### src/rtl/spi_bidir_pkg.sv
package spi_bidir_pkg;
  typedef struct packed {
    logic load;
    logic sample;
    logic shift;
    logic done;
  } strobe_t;
endpackage

### src/rtl/spi_bidir_ctrl.sv
module spi_bidir_ctrl
  import spi_bidir_pkg::*;
#(
  parameter int DATA_W   = 8,
  parameter int PRE_W    = 3,
  parameter int RATE_W   = 4,
  parameter int RATE_MAX = 8
) (
  input  logic                    clk,
  input  logic                    rstN,
  input  logic                    enable,
  input  logic                    master,
  input  logic                    stopInWait,
  input  logic                    waitMode,
  input  logic                    baudWr,
  input  logic [PRE_W+RATE_W:0]   baudWdata,
  output logic [PRE_W+RATE_W:0]   baudRdata,
  input  logic                    txWr,
  input  logic                    sckIn,
  input  logic                    ssN,
  output logic                    sckOut,
  output logic                    busy,
  output strobe_t                 strb
);
  localparam int CNT_W = PRE_W + RATE_MAX + 1;
  localparam int BIT_W = $clog2(DATA_W);

  logic [PRE_W-1:0]  preSel;
  logic [RATE_W-1:0] rateSel;
  logic [RATE_W-1:0] rateEff;
  logic [CNT_W-1:0]  halfLen;
  logic [CNT_W-1:0]  cnt;
  logic [BIT_W-1:0]  bitCnt;
  logic              phase;
  logic [2:0]        sckSync;
  logic              run, tick, lastCnt, lastBit, sckRise, sckFall, slvActive;

  // baud register, writable at any time
  always_ff @(posedge clk or negedge rstN) begin
    if (!rstN) begin
      preSel  <= '0;
      rateSel <= '0;
    end else if (baudWr) begin
      preSel  <= baudWdata[PRE_W+RATE_W-1:RATE_W];
      rateSel <= baudWdata[RATE_W-1:0];
    end
  end
  assign baudRdata = {1'b0, preSel, rateSel};

  assign rateEff = (rateSel > RATE_W'(RATE_MAX)) ? RATE_W'(RATE_MAX) : rateSel;
  assign halfLen = (CNT_W'(preSel) + CNT_W'(1)) << rateEff;
  assign lastCnt = (cnt >= halfLen - CNT_W'(1));
  assign lastBit = (bitCnt == BIT_W'(DATA_W - 1));

  assign run  = enable & ~(stopInWait & waitMode);
  assign tick = run & master & busy & lastCnt;

  // slave clock synchroniser and edge detect
  always_ff @(posedge clk or negedge rstN) begin
    if (!rstN) sckSync <= '0;
    else       sckSync <= {sckSync[1:0], sckIn};
  end
  assign sckRise   = sckSync[1] & ~sckSync[2];
  assign sckFall   = ~sckSync[1] & sckSync[2];
  assign slvActive = run & ~master & ~ssN;

  always_comb begin
    strb.load   = run & txWr & (master ? ~busy : (ssN | (bitCnt == '0)));
    strb.sample = master ? (tick & ~phase) : (slvActive & sckRise);
    strb.shift  = master ? (tick & phase)  : (slvActive & sckFall);
    strb.done   = strb.shift & lastBit;
  end

  always_ff @(posedge clk or negedge rstN) begin
    if (!rstN) begin
      busy   <= 1'b0;
      phase  <= 1'b0;
      cnt    <= '0;
      bitCnt <= '0;
    end else if (!enable) begin
      busy   <= 1'b0;
      phase  <= 1'b0;
      cnt    <= '0;
      bitCnt <= '0;
    end else if (run) begin
      if (master) begin
        if (strb.load) begin
          busy   <= 1'b1;
          phase  <= 1'b0;
          cnt    <= '0;
          bitCnt <= '0;
        end else if (busy) begin
          if (lastCnt) begin
            cnt   <= '0;
            phase <= ~phase;
            if (phase) begin
              bitCnt <= lastBit ? '0 : bitCnt + BIT_W'(1);
              if (lastBit) busy <= 1'b0;
            end
          end else begin
            cnt <= cnt + CNT_W'(1);
          end
        end
      end else begin
        busy  <= 1'b0;
        phase <= 1'b0;
        cnt   <= '0;
        if (ssN)              bitCnt <= '0;
        else if (strb.shift)  bitCnt <= lastBit ? '0 : bitCnt + BIT_W'(1);
      end
    end
  end

  assign sckOut = phase;

  AST_SCK_IDLE_LOW: assert property (@(posedge clk) disable iff (!rstN) !busy |-> !sckOut);
  AST_WAIT_FREEZE: assert property (@(posedge clk) disable iff (!rstN)
    (enable && stopInWait && waitMode) |=> (!enable || ($stable(phase) && $stable(cnt))));
endmodule

### src/rtl/spi_bidir_dp.sv
module spi_bidir_dp
  import spi_bidir_pkg::*;
#(
  parameter int DATA_W = 8
) (
  input  logic              clk,
  input  logic              rstN,
  input  logic              enable,
  input  logic              master,
  input  logic              bidir,
  input  logic              bidirOe,
  input  logic              rxDmaEn,
  input  strobe_t           strb,
  input  logic [DATA_W-1:0] txData,
  input  logic              rxRd,
  input  logic              dmaAck,
  input  logic              ssN,
  input  logic              mosiIn,
  input  logic              misoIn,
  output logic              mosiOut,
  output logic              mosiOe,
  output logic              misoOut,
  output logic              misoOe,
  output logic [DATA_W-1:0] rxData,
  output logic              rxFull,
  output logic              irq,
  output logic              dmaReq
);
  logic [DATA_W-1:0] shifter;
  logic              sampleBit;
  logic              dataIn;
  logic              txBit;

  always_ff @(posedge clk or negedge rstN) begin
    if (!rstN) begin
      shifter   <= '0;
      sampleBit <= 1'b0;
      rxData    <= '0;
      rxFull    <= 1'b0;
    end else begin
      if (strb.load)        shifter <= txData;
      else if (strb.shift)  shifter <= {shifter[DATA_W-2:0], sampleBit};
      if (strb.sample) sampleBit <= dataIn;
      if (strb.done) begin
        rxData <= {shifter[DATA_W-2:0], sampleBit};
        rxFull <= 1'b1;
      end else if (rxRd || dmaAck) begin
        rxFull <= 1'b0;
      end
    end
  end

  assign txBit = shifter[DATA_W-1];

  // pin routing by role and pin mode
  always_comb begin
    mosiOut = 1'b0;
    mosiOe  = 1'b0;
    misoOut = 1'b0;
    misoOe  = 1'b0;
    dataIn  = 1'b0;
    if (enable) begin
      if (master) begin
        mosiOut = txBit;
        mosiOe  = bidir ? bidirOe : 1'b1;
        dataIn  = bidir ? mosiIn : misoIn;
      end else begin
        misoOut = txBit;
        misoOe  = ~ssN & (bidir ? bidirOe : 1'b1);
        dataIn  = bidir ? misoIn : mosiIn;
      end
    end
  end

  assign irq    = rxFull & ~rxDmaEn;
  assign dmaReq = rxFull & rxDmaEn & enable;

  AST_ONE_DRIVER: assert property (@(posedge clk) disable iff (!rstN) !(mosiOe && misoOe));
  AST_RXFULL_ON_DONE: assert property (@(posedge clk) disable iff (!rstN) strb.done |=> rxFull);
  AST_STEER_EXCL: assert property (@(posedge clk) disable iff (!rstN) !(irq && dmaReq));
  AST_CLEAR_FLAG: assert property (@(posedge clk) disable iff (!rstN)
    (rxFull && (rxRd || dmaAck) && !strb.done) |=> !rxFull);
endmodule

### src/rtl/spi_bidir_engine.sv
module spi_bidir_engine
  import spi_bidir_pkg::*;
#(
  parameter int DATA_W   = 8,
  parameter int PRE_W    = 3,
  parameter int RATE_W   = 4,
  parameter int RATE_MAX = 8
) (
  input  logic                  clk,
  input  logic                  rstN,
  input  logic                  spiEn,
  input  logic                  masterSel,
  input  logic                  bidirMode,
  input  logic                  bidirOe,
  input  logic                  rxDmaEn,
  input  logic                  stopInWait,
  input  logic                  waitMode,
  input  logic                  baudWr,
  input  logic [PRE_W+RATE_W:0] baudWdata,
  output logic [PRE_W+RATE_W:0] baudRdata,
  input  logic                  txWr,
  input  logic [DATA_W-1:0]     txData,
  input  logic                  rxRd,
  output logic [DATA_W-1:0]     rxData,
  output logic                  rxFull,
  output logic                  busy,
  output logic                  irq,
  output logic                  dmaReq,
  input  logic                  dmaAck,
  input  logic                  ssN,
  input  logic                  sckIn,
  output logic                  sckOut,
  output logic                  sckOe,
  input  logic                  mosiIn,
  output logic                  mosiOut,
  output logic                  mosiOe,
  input  logic                  misoIn,
  output logic                  misoOut,
  output logic                  misoOe
);
  strobe_t strb;

  spi_bidir_ctrl #(
    .DATA_W(DATA_W), .PRE_W(PRE_W), .RATE_W(RATE_W), .RATE_MAX(RATE_MAX)
  ) ctrl_i (
    .clk(clk), .rstN(rstN), .enable(spiEn), .master(masterSel),
    .stopInWait(stopInWait), .waitMode(waitMode),
    .baudWr(baudWr), .baudWdata(baudWdata), .baudRdata(baudRdata),
    .txWr(txWr), .sckIn(sckIn), .ssN(ssN),
    .sckOut(sckOut), .busy(busy), .strb(strb)
  );

  spi_bidir_dp #(.DATA_W(DATA_W)) dp_i (
    .clk(clk), .rstN(rstN), .enable(spiEn), .master(masterSel),
    .bidir(bidirMode), .bidirOe(bidirOe), .rxDmaEn(rxDmaEn), .strb(strb),
    .txData(txData), .rxRd(rxRd), .dmaAck(dmaAck), .ssN(ssN),
    .mosiIn(mosiIn), .misoIn(misoIn),
    .mosiOut(mosiOut), .mosiOe(mosiOe), .misoOut(misoOut), .misoOe(misoOe),
    .rxData(rxData), .rxFull(rxFull), .irq(irq), .dmaReq(dmaReq)
  );

  assign sckOe = spiEn & masterSel;
endmodule

### config.mk
export PLATFORM = sky130hd
export DESIGN_NAME = spi_bidir_engine
export DESIGN_NICKNAME = d
export VERILOG_FILES = /design/src/rtl/spi_bidir_pkg.sv /design/src/rtl/spi_bidir_ctrl.sv /design/src/rtl/spi_bidir_dp.sv /design/src/rtl/spi_bidir_engine.sv
export SDC_FILE = /design/constraint.sdc
export NUM_CORES = 1
export LEC_CHECK = 0
export BUFFER_PORTS_ARGS = -buffer_cell sky130_fd_sc_hd__buf_2
export CAP_MARGIN = 5
export CORE_MARGIN = 2
export CORE_UTILIZATION = 55
export DETAILED_ROUTE_END_ITERATION = 16
export MAX_ROUTING_LAYER = met4
export PLACE_DENSITY_LB_ADDON = 0.25
export SLEW_MARGIN = 20
export SYNTH_ARGS = -nofsm -noshare
export SYNTH_HDL_FRONTEND = slang
export SYNTH_SLANG_ARGS = --single-unit
### constraint.sdc
create_clock -name clk -period 9.48 [get_ports clk]
set_input_delay 1.422 -clock clk [delete_from_list [all_inputs] [get_ports clk]]
set_output_delay 1.422 -clock clk [all_outputs]
set_load 0.005 [all_outputs]
==> flow_metrics.py <==
metrics = {
    "sta": {
        "slew_viol_final": 0,
        "clock_skew_ps": 5.63,
        "slew_headroom": 0.538,
        "rsz0062_at_grt": "no",
        "min_period_ps": 4650,
        "fin_crit_sh": 0.491,
        "tightest_slew_ps": 689,
        "max_clock_freq_mhz": 215,
        "tns_ps": 0,
        "hold_viol": 0,
        "worst_slack_ps": 4830,
        "setup_violations": 0,
    },
    "route": {
        "num_vias": 2722,
        "wirelength_um": 6810,
        "ant_nets": 0,
        "dr.pass1.iters": 5,
        "wire_per_inst_um": 14.9,
        "viasPerCell": 5.94,
        "drc": 0,
        "drt_iter0_markers": 171,
    },
    "clock_network": {
        "cts_setup_buffers": 0,
        "cts_made_buffers": 5,
        "h-tree-depth": 2,
        "holdBufCountCts": 0,
        "cts_tree": "done",
        "clock-sinks": 45,
        "clockBufferDepth": 2,
        "cts-resized-gates": 0,
        "insertion_delay_ps": 290,
        "root_buffer": "clkbuf_8",
        "clkTransAtPathRegs_ps": 90,
    },
    "yosys": {
        "synth_nets": 386,
        "syn_avg_cell_area_um2": 9.24,
        "yosysMostFrequentCell": "dfrtp_1",
        "yosysTopAreaCellShare": 0.364,
        "yosysTopAreaCell": "dfrtp_1",
        "synth_seq_cells": 45,
        "syn_inst": 335,
        "synth_ff_type": "dfrtp_1",
        "synthesis.area_um2": 3100,
        "yosys_warnings": 0,
        "synth_area_leaders": "dfrtp_1 36%, ha_1 7.3%, nand2_1 3.6%, mux2_1 2.9%, mux2_2 2.9%",
        "synth_edf_count": 0,
        "synth.distinct_cells": 59,
        "yosysSeqAreaShare": 0.364,
        "ys_async_sr_fraction": 1.00,
        "synthTopCellsByCount": "45 x dfrtp_1, 30 x nand2_1, 21 x nor2_1, 18 x ha_1",
    },
    "worst_setup_path": {
        "crit_path_end_kind": "register",
        "cpPeakStageDelay_ps": 510,
        "crit_top_cell": "ha_1",
        "path_cells": "ha_1, xnor2_1, nand2_1, a222oi_1, nand4_1, nor4_2, xor2_1, ha_1, a21oi_1, o21ai_1, a311oi_1, or3_1, a21bo_1, mux2_1",
        "critPathMaxFanout": 12,
        "required_ps": 9660,
        "crit_start": "ctrl_i.preSel[0]",
        "rr_startpoint": "ctrl_i.preSel[0]",
        "critPathLaunchType": "register",
        "cpMaxStageDelayCell": "dfrtp_1",
        "worstPathArrival_ps": 4830,
        "worstSetupPathType": "register to register",
    },
    "layout": {
        "diodes": 0,
        "nNetsFinal": 436,
        "drive_gt1_frac": 0.218,
        "final_util": 0.641,
        "area_growth_syn_to_layout_pct": 13.3,
    },
    "power": {
        "ir_drop_mv": 0.0964,
        "power_density_nw_per_um2": 130,
        "power.total_uw": 456,
        "leakage_nw": 1.78,
    },
    "global_routing": {
        "grt_pass1_vias": 2495,
        "grt.total_usage": 0.235,
        "grt-ovfl-total": 0,
        "grt_pass1_wl_um": 11400,
        "grt_max_degree": 46,
        "antenna_found_initial": 0,
    },
    "die": {
        "initial_core_util": 0.566,
        "fp-row-count": 27,
        "die_h_um": 79.0,
        "ios": 59,
        "die_area_um2": 6240,
        "fp.dieW_um": 79.0,
        "core_um2": 5470,
    },
    "placement": {
        "globalplace.congestion": 0.848,
        "dp_hpwl_um": 5210,
        "place_ws_ps": 4870,
        "io_buffers": 56,
    },
    "job": {
        "drv_cap": 0,
    },
    "status": {
        "status": "complete, no violations",
    },
    "min_path": {
        "hp-class": "register to register",
        "min_from": "ctrl_i.sckSync[0]",
    },
}
==> power by group <==
part | switching (mW) | internal (mW)
sequential | 0.0130 | 0.198
clock | 0.0644 | 0.0591
combinational | 0.0687 | 0.0523
==> state kept, by name, summed over array words and instances, names as in the netlist <==
name	flops
ctrl_i.cnt	12
dp_i.rxData	8
dp_i.shifter	8
ctrl_i.rateSel	4
ctrl_i.bitCnt	3
ctrl_i.preSel	3
ctrl_i.sckSync	3
ctrl_i.busy	1
ctrl_i.sckOut	1
dp_i.rxFull	1
dp_i.sampleBit	1
==> layout by cell type (no fill, tap or decap), types with 4 or more instances in the layout <==
| master | netlist | final |
|---|---|---|
| and3_1 | 10 | 10 |
| clkbuf_8 | 0 | 6 |
| nand4_1 | 4 | 4 |
| nand2b_1 | 5 | 5 |
| mux2_1 | 8 | 8 |
| nor2_1 | 21 | 21 |
| and2_1 | 4 | 4 |
| nor3_1 | 7 | 7 |
| dfrtp_1 | 45 | 45 |
| buf_2 | 2 | 55 |
| nand2_1 | 30 | 30 |
| a22o_1 | 10 | 10 |
| a21oi_1 | 11 | 11 |
| mux2_2 | 8 | 8 |
| nor3b_1 | 4 | 4 |
| xor2_1 | 8 | 8 |
| nor2b_1 | 12 | 12 |
| o221a_1 | 7 | 7 |
| inv_1 | 17 | 17 |
| o221ai_1 | 8 | 8 |
| o21ai_0 | 17 | 17 |
| o21ai_1 | 10 | 10 |
| xnor2_1 | 6 | 6 |
| nand3_1 | 8 | 8 |
| ha_1 | 18 | 18 |
==> cell type report <==
class | instances | area [µm²]
fillers | 493 | 1970
multi-input cells | 257 | 1830
flip-flops and latches | 45 | 1130
repair buffers | 58 | 298
well taps | 72 | 90.1
clock buffers | 6 | 82.6
inverters | 18 | 67.6
clock inverters | 2 | 13.8
==> kinds of logic (layout without fill, tap and decap cells) <==
kind of cell,count (synthesis),after routing,synth area share
mux,17,17,0.0614
simple gates,122,122,0.211
fa+ha+maj,18,18,0.0728
buf+inv,33,84,0.0457
flops,45,45,0.364
compound gates,85,85,0.205
xor+xnor,14,14,0.0396
other cells,1,1,0.00121
==> through the flow <==
step	hold WS (ps)	area, µm²	cells
2_1_floorplan	331	3100	335
3_3_place_gp	334	3410	450
3_5_place_dp	340	3410	450
4_1_cts	360	3500	458
5_1_grt	375	3510	458
6_report	354	3510	458
==> critical path: cells and delay by family, from the launching register on <==
family                     cells  cell delay [ps]
AOI/OAI and AO/OA              5             1540
xor gates and xnor gates       2              500
adders and majority gates      2              580
DFF                            1              510
muxes                          1              370
and+or+nand+nor                4             1040
==> path summary, 6_finish.rpt <==
check	end	slack, ps	cells after the start
max in group asynchronous	ctrl_i.rateSel[0]	7980	1
setup reg to reg	dp_i.rxData[3]	4830	14
hold / removal	ctrl_i.sckSync[1]	350	0
setup / recovery	dp_i.rxData[3]	4830	14
hold reg to reg	ctrl_i.sckSync[1]	350	0
min in group asynchronous	ctrl_i.cnt[4]	1120	1
==> routing by layer <==
metal  vias to the layer above  GRT usage  routed length [µm]  share of wire
li1                       1336          -                   -              -
met4                         0     0.0552                  77          0.011
met3                         9     0.0352                 309          0.045
met5                         -          -                   0              0
met1                      1301      0.296                3020           0.44
met2                        76      0.401                3400           0.50
No activity file was read; power rests on OpenSTA's default activity.
